--- src/rtl/rstctl_pkg.sv ---
package rstctl_pkg;

    localparam int FLAG_W = 7;

    // Active-low sticky cause flags; bit order is the software-visible layout.
    typedef struct packed {
        logic n_sunf;   // [6] stack underflow
        logic n_sfull;  // [5] stack full
        logic n_swr;    // [4] software reset command
        logic n_wdt;    // [3] watchdog time-out
        logic n_pmx;    // [2] external reset in power-managed mode
        logic n_por;    // [1] power-on
        logic n_bor;    // [0] brown-out
    } flags_t;

    // Active-high event strobes in the same bit order as flags_t.
    typedef struct packed {
        logic sunf;
        logic sfull;
        logic swr;
        logic wdt;
        logic pmx;
        logic por;
        logic bor;
    } events_t;

    localparam flags_t POR_FLAGS = 7'b111_1100;

    function automatic logic any_event(input events_t e, input logic ext_run);
        return (|e) | ext_run;
    endfunction

endpackage

--- src/rtl/rstctl_merge.sv ---
module rstctl_merge
    import rstctl_pkg::*;
(
    input  logic    por,
    input  logic    ext_rst,
    input  logic    pm_mode,
    input  logic    wdt_timeout,
    input  logic    bor_det,
    input  logic    bor_en,
    input  logic    sw_reset,
    input  logic    stk_full,
    input  logic    stk_under,
    output events_t ev,
    output logic    req
);
    logic ext_run;

    always_comb begin
        ev       = '0;
        ev.por   = por;
        ev.bor   = bor_det & bor_en;
        ev.pmx   = ext_rst & pm_mode;
        ev.wdt   = wdt_timeout;
        ev.swr   = sw_reset;
        ev.sfull = stk_full;
        ev.sunf  = stk_under;
        ext_run  = ext_rst & ~pm_mode;
        req      = any_event(ev, ext_run);
    end

endmodule

--- src/rtl/rstctl_pwrt.sv ---
module rstctl_pwrt #(
    parameter int TICK_DIV  = 3200,
    parameter int PWRT_BITS = 11
) (
    input  logic clk,
    input  logic por,
    input  logic req,
    output logic chip_rst
);
    localparam int DW = (TICK_DIV > 1) ? $clog2(TICK_DIV) : 1;

    logic                 tick;
    logic [PWRT_BITS-1:0] cnt;

    generate
        if (TICK_DIV > 1) begin : g_div
            localparam logic [DW-1:0] DIV_LAST = DW'(TICK_DIV - 1);
            logic [DW-1:0] div;
            always_ff @(posedge clk) begin
                if (req || !chip_rst)  div <= '0;
                else if (div == DIV_LAST) div <= '0;
                else                   div <= div + 1'b1;
            end
            assign tick = chip_rst && (div == DIV_LAST);
        end else begin : g_nodiv
            assign tick = chip_rst;
        end
    endgenerate

    always_ff @(posedge clk) begin
        if (req) begin
            chip_rst <= 1'b1;
            cnt      <= '0;
        end else if (tick) begin
            if (cnt == '1) chip_rst <= 1'b0;
            cnt <= cnt + 1'b1;
        end
    end

    // release never happens while a request is present
    a_r2_release_idle: assert property (@(posedge clk) disable iff (por)
        $fell(chip_rst) |-> !$past(req));

    // reset held until the counter has reached its last value
    a_r2_hold: assert property (@(posedge clk) disable iff (por)
        (chip_rst && !req && cnt != '1) |=> chip_rst);

    // every request restarts the count and asserts reset
    a_r3_restart: assert property (@(posedge clk) disable iff (por)
        req |=> (chip_rst && cnt == '0));

endmodule

--- src/rtl/rstctl_flags.sv ---
module rstctl_flags
    import rstctl_pkg::*;
(
    input  logic       clk,
    input  logic       por,
    input  events_t    ev,
    input  logic       reg_wr,
    input  logic [7:0] reg_wdata,
    output flags_t     flags,
    output logic       prio
);
    logic [FLAG_W-1:0] ev_v;
    logic [FLAG_W-1:0] fl_v;

    assign ev_v = ev;
    assign fl_v = flags;

    always_ff @(posedge clk) begin
        if (por) begin
            flags <= POR_FLAGS;
            prio  <= 1'b0;
        end else begin
            for (int i = 0; i < FLAG_W; i++) begin
                if (ev_v[i])                    flags[i] <= 1'b0;
                else if (reg_wr && reg_wdata[i]) flags[i] <= 1'b1;
            end
            if (reg_wr) prio <= reg_wdata[7];
        end
    end

    // a hardware event always lands, even against a write of 1
    a_r11_hw_wins: assert property (@(posedge clk) disable iff (por)
        (|ev_v) |=> ((fl_v & $past(ev_v)) == '0));

    // software can never drive a flag to the event-occurred value
    a_r10_no_sw_set: assert property (@(posedge clk) disable iff (por)
        reg_wr |=> ((~fl_v & $past(fl_v) & ~$past(ev_v)) == '0));

    // priority bit follows the written value
    a_r12_prio_wr: assert property (@(posedge clk) disable iff (por)
        reg_wr |=> (prio == $past(reg_wdata[7])));

endmodule

--- src/rtl/rstctl_top.sv ---
module rstctl_top
    import rstctl_pkg::*;
#(
    parameter int TICK_DIV  = 3200,
    parameter int PWRT_BITS = 11
) (
    input  logic       clk,
    input  logic       por,
    input  logic       ext_rst,
    input  logic       pm_mode,
    input  logic       wdt_timeout,
    input  logic       bor_det,
    input  logic       bor_en,
    input  logic       sw_reset,
    input  logic       stk_full,
    input  logic       stk_under,
    input  logic       reg_wr,
    input  logic [7:0] reg_wdata,
    output logic [7:0] reg_rdata,
    output logic       chip_rst
);
    events_t ev;
    logic    req;
    flags_t  flags;
    logic    prio;

    rstctl_merge u_merge (
        .por         (por),
        .ext_rst     (ext_rst),
        .pm_mode     (pm_mode),
        .wdt_timeout (wdt_timeout),
        .bor_det     (bor_det),
        .bor_en      (bor_en),
        .sw_reset    (sw_reset),
        .stk_full    (stk_full),
        .stk_under   (stk_under),
        .ev          (ev),
        .req         (req)
    );

    rstctl_pwrt #(
        .TICK_DIV  (TICK_DIV),
        .PWRT_BITS (PWRT_BITS)
    ) u_pwrt (
        .clk      (clk),
        .por      (por),
        .req      (req),
        .chip_rst (chip_rst)
    );

    rstctl_flags u_flags (
        .clk       (clk),
        .por       (por),
        .ev        (ev),
        .reg_wr    (reg_wr),
        .reg_wdata (reg_wdata),
        .flags     (flags),
        .prio      (prio)
    );

    assign reg_rdata = {prio, flags};

    // brown-out flag only drops when the regulator enable was high
    a_r7_bor_gated: assert property (@(posedge clk) disable iff (por)
        $fell(flags.n_bor) |-> $past(bor_en && bor_det));

    // external reset in normal run records nothing
    a_r4_ext_silent: assert property (@(posedge clk) disable iff (por)
        (ext_rst && !pm_mode && !reg_wr && !wdt_timeout && !bor_det && !sw_reset
         && !stk_full && !stk_under) |=> $stable(flags));

    // writing the priority bit alone does not start a reset
    a_r12_no_reset: assert property (@(posedge clk) disable iff (por)
        (!chip_rst && !req) |=> !chip_rst);

endmodule

--- config.mk ---
export PLATFORM = sky130hd
export DESIGN_NAME = rstctl_top
export DESIGN_NICKNAME = d
export VERILOG_FILES = /design/src/rtl/rstctl_pkg.sv /design/src/rtl/rstctl_merge.sv /design/src/rtl/rstctl_pwrt.sv /design/src/rtl/rstctl_flags.sv /design/src/rtl/rstctl_top.sv
export SDC_FILE = /design/constraint.sdc
export NUM_CORES = 1
export LEC_CHECK = 0
export BUFFER_PORTS_ARGS = -buffer_cell sky130_fd_sc_hd__buf_2
export CAP_MARGIN = 20
export CORE_UTILIZATION = 34
export DETAILED_ROUTE_END_ITERATION = 10
export PLACE_DENSITY = 0.52
export SLEW_MARGIN = 30
export SYNTH_ARGS = -nofsm -noshare
export SYNTH_HDL_FRONTEND = slang
export SYNTH_SLANG_ARGS = --single-unit
--- constraint.sdc ---
create_clock -name clk -period 6.42 [get_ports clk]
set_input_delay 0.321 -clock clk [delete_from_list [all_inputs] [get_ports clk]]
set_output_delay 0.321 -clock clk [all_outputs]
set_load 0.005 [all_outputs]
# ---- Word level (Yosys, flattened, before mapping)
# Index checks and enable logic that the tools add are counted.
dict set report totals {
  regBits 32
  input_bits 19
  out_inout_bits 9
  word_cells 49
}
dict set report op_classes {
  n_addsub 2
  eq_ne 2
  n_mux 10
  n_bitwise 5
  n_reduce_logical 19
}
# op n
set ops {}
lappend ops {{$add 12x1->12 const B} 1}
lappend ops {{$eq 12x12->1 const B} 1}
lappend ops {{$add 11x1->11 const B} 1}
lappend ops {{$eq 11x11->1 const B} 1}
lappend ops {{$mux 1} 10}
lappend ops {{$reduce_bool 2->1} 5}
lappend ops {{$logic_and 1x1->1} 8}
lappend ops {{$reduce_or 7->1} 1}
lappend ops {{$reduce_or 2->1} 2}
lappend ops {{$and 1x1->1} 3}
lappend ops {{$reduce_and 2->1} 1}
lappend ops {{$logic_not 1->1} 1}
lappend ops {{$logic_or 1x1->1} 1}
lappend ops {{$not 1->1} 1}
lappend ops {{$or 1x1->1} 1}

# ---- Logic depth before layout (Yosys ltp)
dict set report logic_depth {
  ltp_word 5
  ltp_mapped 7
}

# ---- Cells and area by module
# Synthesis repeated with hierarchy kept, for this count alone.
dict set report hier_totals {
  cells_unflattened 158
  area_unflattened_um2 1451.4
}
# module instances cells_each area_each_um2 seq_area_each_um2
set modules_own_cells {}
lappend modules_own_cells {rstctl_pwrt 1 123 1111.1 480.5}
lappend modules_own_cells {rstctl_flags 1 25 267.8 160.2}
lappend modules_own_cells {rstctl_merge 1 9 65.1 0.0}
lappend modules_own_cells {rstctl_top 1 1 7.5 0.0}

# ---- Least setup slack after synthesis
# No wires, ideal clock.
dict set report synth_timing {
  kind {register to register}
  from {reg u_pwrt.g_div.div[0]}
  to {reg u_pwrt.cnt[9]}
  arrival_time_ns 2.048
  required_ns 6.299
  path_slack_ns 4.251
  stages_incl_launch_ff 7
  synth_period_minus_slack_ns 2.169
  cell_sequence {dfxtp_1 > ha_1 > nand4_1 > or4_4 > buf_6 > nor4_1 > mux2_2}
}
dict set report synth_between {
  elab_chain_len 2
}
# item line
set synth_rtl {}
lappend synth_rtl {{from (decl)} rstctl_pwrt.sv:18} ;# logic [DW-1:0] div;
lappend synth_rtl {{from (signal assigned)} rstctl_pwrt.sv:22} ;# else div <= div + 1'b1;
lappend synth_rtl {{$eq 12x12->1} rstctl_pwrt.sv:24} ;# assign tick = chip_rst && (div == DIV_LAST);
lappend synth_rtl {{$logic_and 1x1->1} rstctl_pwrt.sv:24}
lappend synth_rtl {{to (signal assigned)} rstctl_pwrt.sv:36} ;# cnt <= cnt + 1'b1;
lappend synth_rtl {{to (decl)} rstctl_pwrt.sv:13} ;# logic [PWRT_BITS-1:0] cnt;
# No other way between the ends.
# A chain may end at the register's enable or synchronous reset.

# ---- Worst setup path in the final report
# Same ends and word-level chain as after synthesis.

==> metrics <==
drt drc=0; Peak Freq=0.431 GHz; GRT Resource Usage Total=14.1%; ranking of synthesized cells by area=dfxtp_1 (47%), nor2_1 (6.4%), a21oi_1 (6.3%), xnor2_1 (5.2%), nand3_1 (3.3%); Final period util=36.1%; drt pass-1 iters=4; area grow syn2layout=18.5%; Worst path slowest cell=or4_4; max-capacitance violation count=0; first-pass GRT wire length=4510 µm; footprint of the multi-input gates=661 µm²; Die Wd=65.2 µm; Die H=65.2 µm; worst-path cell chain=ha_1 -> nand4_1 -> or4_4 -> nor4_1 -> mux2_2; Leak=0.555 nW; startpoint types=flip-flop; root buffer cell=clkbuf_8; vias per cell=4.97; Period minus WS final=2.32 ns; maximum vdd drop=144 µV; WS Path Type=reg -> reg; cts bufs inserted=5; Seq/Total Area, Yosys=47.2%; Crit path depth=5; end of the worst hold path=u_flags.flags[3]$_SDFFE_PP1P_; CP peak stage delay=0.69 ns; die footprint=4250 µm²; post-cts resize count=0; Buf/Inv on CP=0; total power=0.000375 W; largest net degree at the start of global routing=21; commonest cells after routing, fill and taps aside=dfxtp_1 (32), buf_2 (27), nor2_1 (23); clock sinks=32; Port-buffer cells=27; WP data required=6.58 ns; Final GP Congestion=0.850; # nets final=205; Synth Register Bits=32; HPWL after detailed placement=1860 µm; outcome=complete, no violations; Reg area=641 µm²; PD cells=233 nW/µm²; layout cells sized above 1=20.0%; Clock Skew=0.00642 ns; most common cell after layout, fill and taps aside=dfxtp_1; Worst Hold Depth=2; CP Max Fanout=20; worst reg2reg path startpoint=u_pwrt.g_div.div[0]$_SDFF_PP0_; wire length per cell=11.0 µm; final setup violation count=0; min-delay src=wdt_timeout; Cells after Synth=156; Post-Layout Cell Count=233; vias in the first global route=1100; Clock Latency Late Sink=0.27 ns; vias=1159; Top delay family on crit path=simple AND/OR/NAND/NOR gates; TNS Setup=0 ns; Ports=28; Synth Cell Area=1360 µm²; final wirelength=2560 µm; maximum clock path buffer count=2; Hold-fix buffers, CTS=0; critical path arrival=2.48 ns; CTS tree=yes; Cell variety after synth=28; syn_area_per_cell=8.70 µm²; Yosys warning total=0; H-tree depth=2; Worst R2R Path Depth=5; Post-Syn Nets=177; Fin. Hold Viols=0; initial antenna violation count=0; Routed Antenna Nets=0; HP Class=in -> reg; share of Yosys cell area claimed by the top area cell type=47.2%; Max Slew Vio Count=0; FILL cells=394; Starting Density=36.3%; clock-pin transition on the worst setup and hold timing paths=0.06 ns; global route total overflow=0; post-CTS setup buffers=0; max_slew headroom=61.7%; core area=3740 µm²; largest area contributor in the netlist=dfxtp_1; starting DRC count in detailed routing=42; worst slew pin tran=0.572 ns; Crit. End Element=flip-flop; reg-to-reg endpoint=u_pwrt.cnt[9]$_SDFFE_PP0P_; RSZ-0062 raised after global routing=false; n_diodes=0; R2R Setup Slk=4.10 ns; Rows=22; Post-Place Cells=225
report_power, final:
| part | switching [W] | internal (W) | total, W |
|---|---|---|---|
| Combinational | 0.00000739 | 0.00000903 | 0.0000164 |
| Clock | 0.0000679 | 0.0000873 | 0.000155 |
| Sequential | 0.00000164 | 0.000202 | 0.000204 |
synth_stat cells:
| master | count |
|---|---|
| a21oi_1 | 17 |
| and3_1 | 1 |
| and4_1 | 2 |
| buf_4 | 1 |
| buf_6 | 1 |
| clkbuf_1 | 4 |
| dfxtp_1 | 32 |
| ha_1 | 2 |
| inv_1 | 6 |
| mux2_2 | 1 |
| mux2i_1 | 2 |
| nand2_1 | 7 |
| nand3_1 | 9 |
| nand4_1 | 4 |
| nor2_1 | 23 |
| nor2b_1 | 1 |
| nor3_1 | 4 |
| nor4_1 | 3 |
| o21ai_0 | 5 |
| o21bai_1 | 4 |
| o31ai_1 | 3 |
| or2_2 | 1 |
| or3_1 | 6 |
| or3b_2 | 1 |
| or4_1 | 4 |
| or4_4 | 1 |
| xnor2_1 | 8 |
| xor2_1 | 3 |
worst register-to-register path: cells and delay by family, from the launching register on:
family	cells	cell delay, ns
simple gates	3	1.24
flops	1	0.39
mux	1	0.36
fa+ha+maj	1	0.22
metal layers:
layer / routed length, µm / global-route usage [%] / vias to the layer above
met5: 0 / 0 / -
met4: 43 / 7.61 / 0
met3: 141 / 5.38 / 4
met2: 1130 / 22.3 / 34
met1: 1250 / 16.4 / 517
li1: - / - / 604
flip-flops by register name, summed over array words and instances, names as in the netlist:
register and flops:
u_flags.flags 7, u_flags.prio 1, u_pwrt.chip_rst 1, u_pwrt.cnt 11, u_pwrt.g_div.div 12
logic make-up after synthesis:
logic type,count (synthesis),synth area share (%)
DFF,32,47.2
and+or+nand+nor,67,25.4
xor gates and xnor gates,11,7.10
AOI/OAI and AO/OA,29,12.0
buffers and inverters,12,4.15
muxes,3,2.30
adders and majority gates,2,1.84
how the worst max path moves through the flow:
stage	start	to	slack, ns
4_1_cts	u_pwrt.g_div.div[0]$_SDFF_PP0_	u_pwrt.cnt[9]$_SDFFE_PP0P_	4.06
6_report	u_pwrt.g_div.div[0]$_SDFF_PP0_	u_pwrt.cnt[9]$_SDFFE_PP0P_	4.10
3_5_place_dp	u_pwrt.g_div.div[0]$_SDFF_PP0_	u_pwrt.cnt[9]$_SDFFE_PP0P_	4.07
5_1_grt	u_pwrt.g_div.div[0]$_SDFF_PP0_	u_pwrt.cnt[8]$_SDFFE_PP0P_	3.97
3_3_place_gp	u_pwrt.g_div.div[0]$_SDFF_PP0_	u_pwrt.cnt[9]$_SDFFE_PP0P_	4.15
2_1_floorplan	u_pwrt.g_div.div[0]$_SDFF_PP0_	u_pwrt.cnt[9]$_SDFFE_PP0P_	4.25
stage by stage:
stage	area, µm²	util, %	setup WS (ns)	hold slack, ns
after floorplan	1360	-	4.25	0.393
after global placement	1520	40.6	4.15	0.454
after detailed placement	1520	40.6	4.07	0.453
after CTS	1610	43.0	4.06	0.234
after global routing	1610	43.0	3.97	0.239
final	1610	43.0	4.10	0.247
layout make-up:
| class | instances | area share (%) |
|---|---|---|
| clock buffer | 8 | 5.60 |
| inverter | 6 | 1.40 |
| multi-input combinational | 112 | 41.1 |
| sequential | 32 | 39.8 |
| tap | 48 | 3.73 |
| timing repair buffer | 27 | 8.40 |
(Power assumes the default switching activity.)
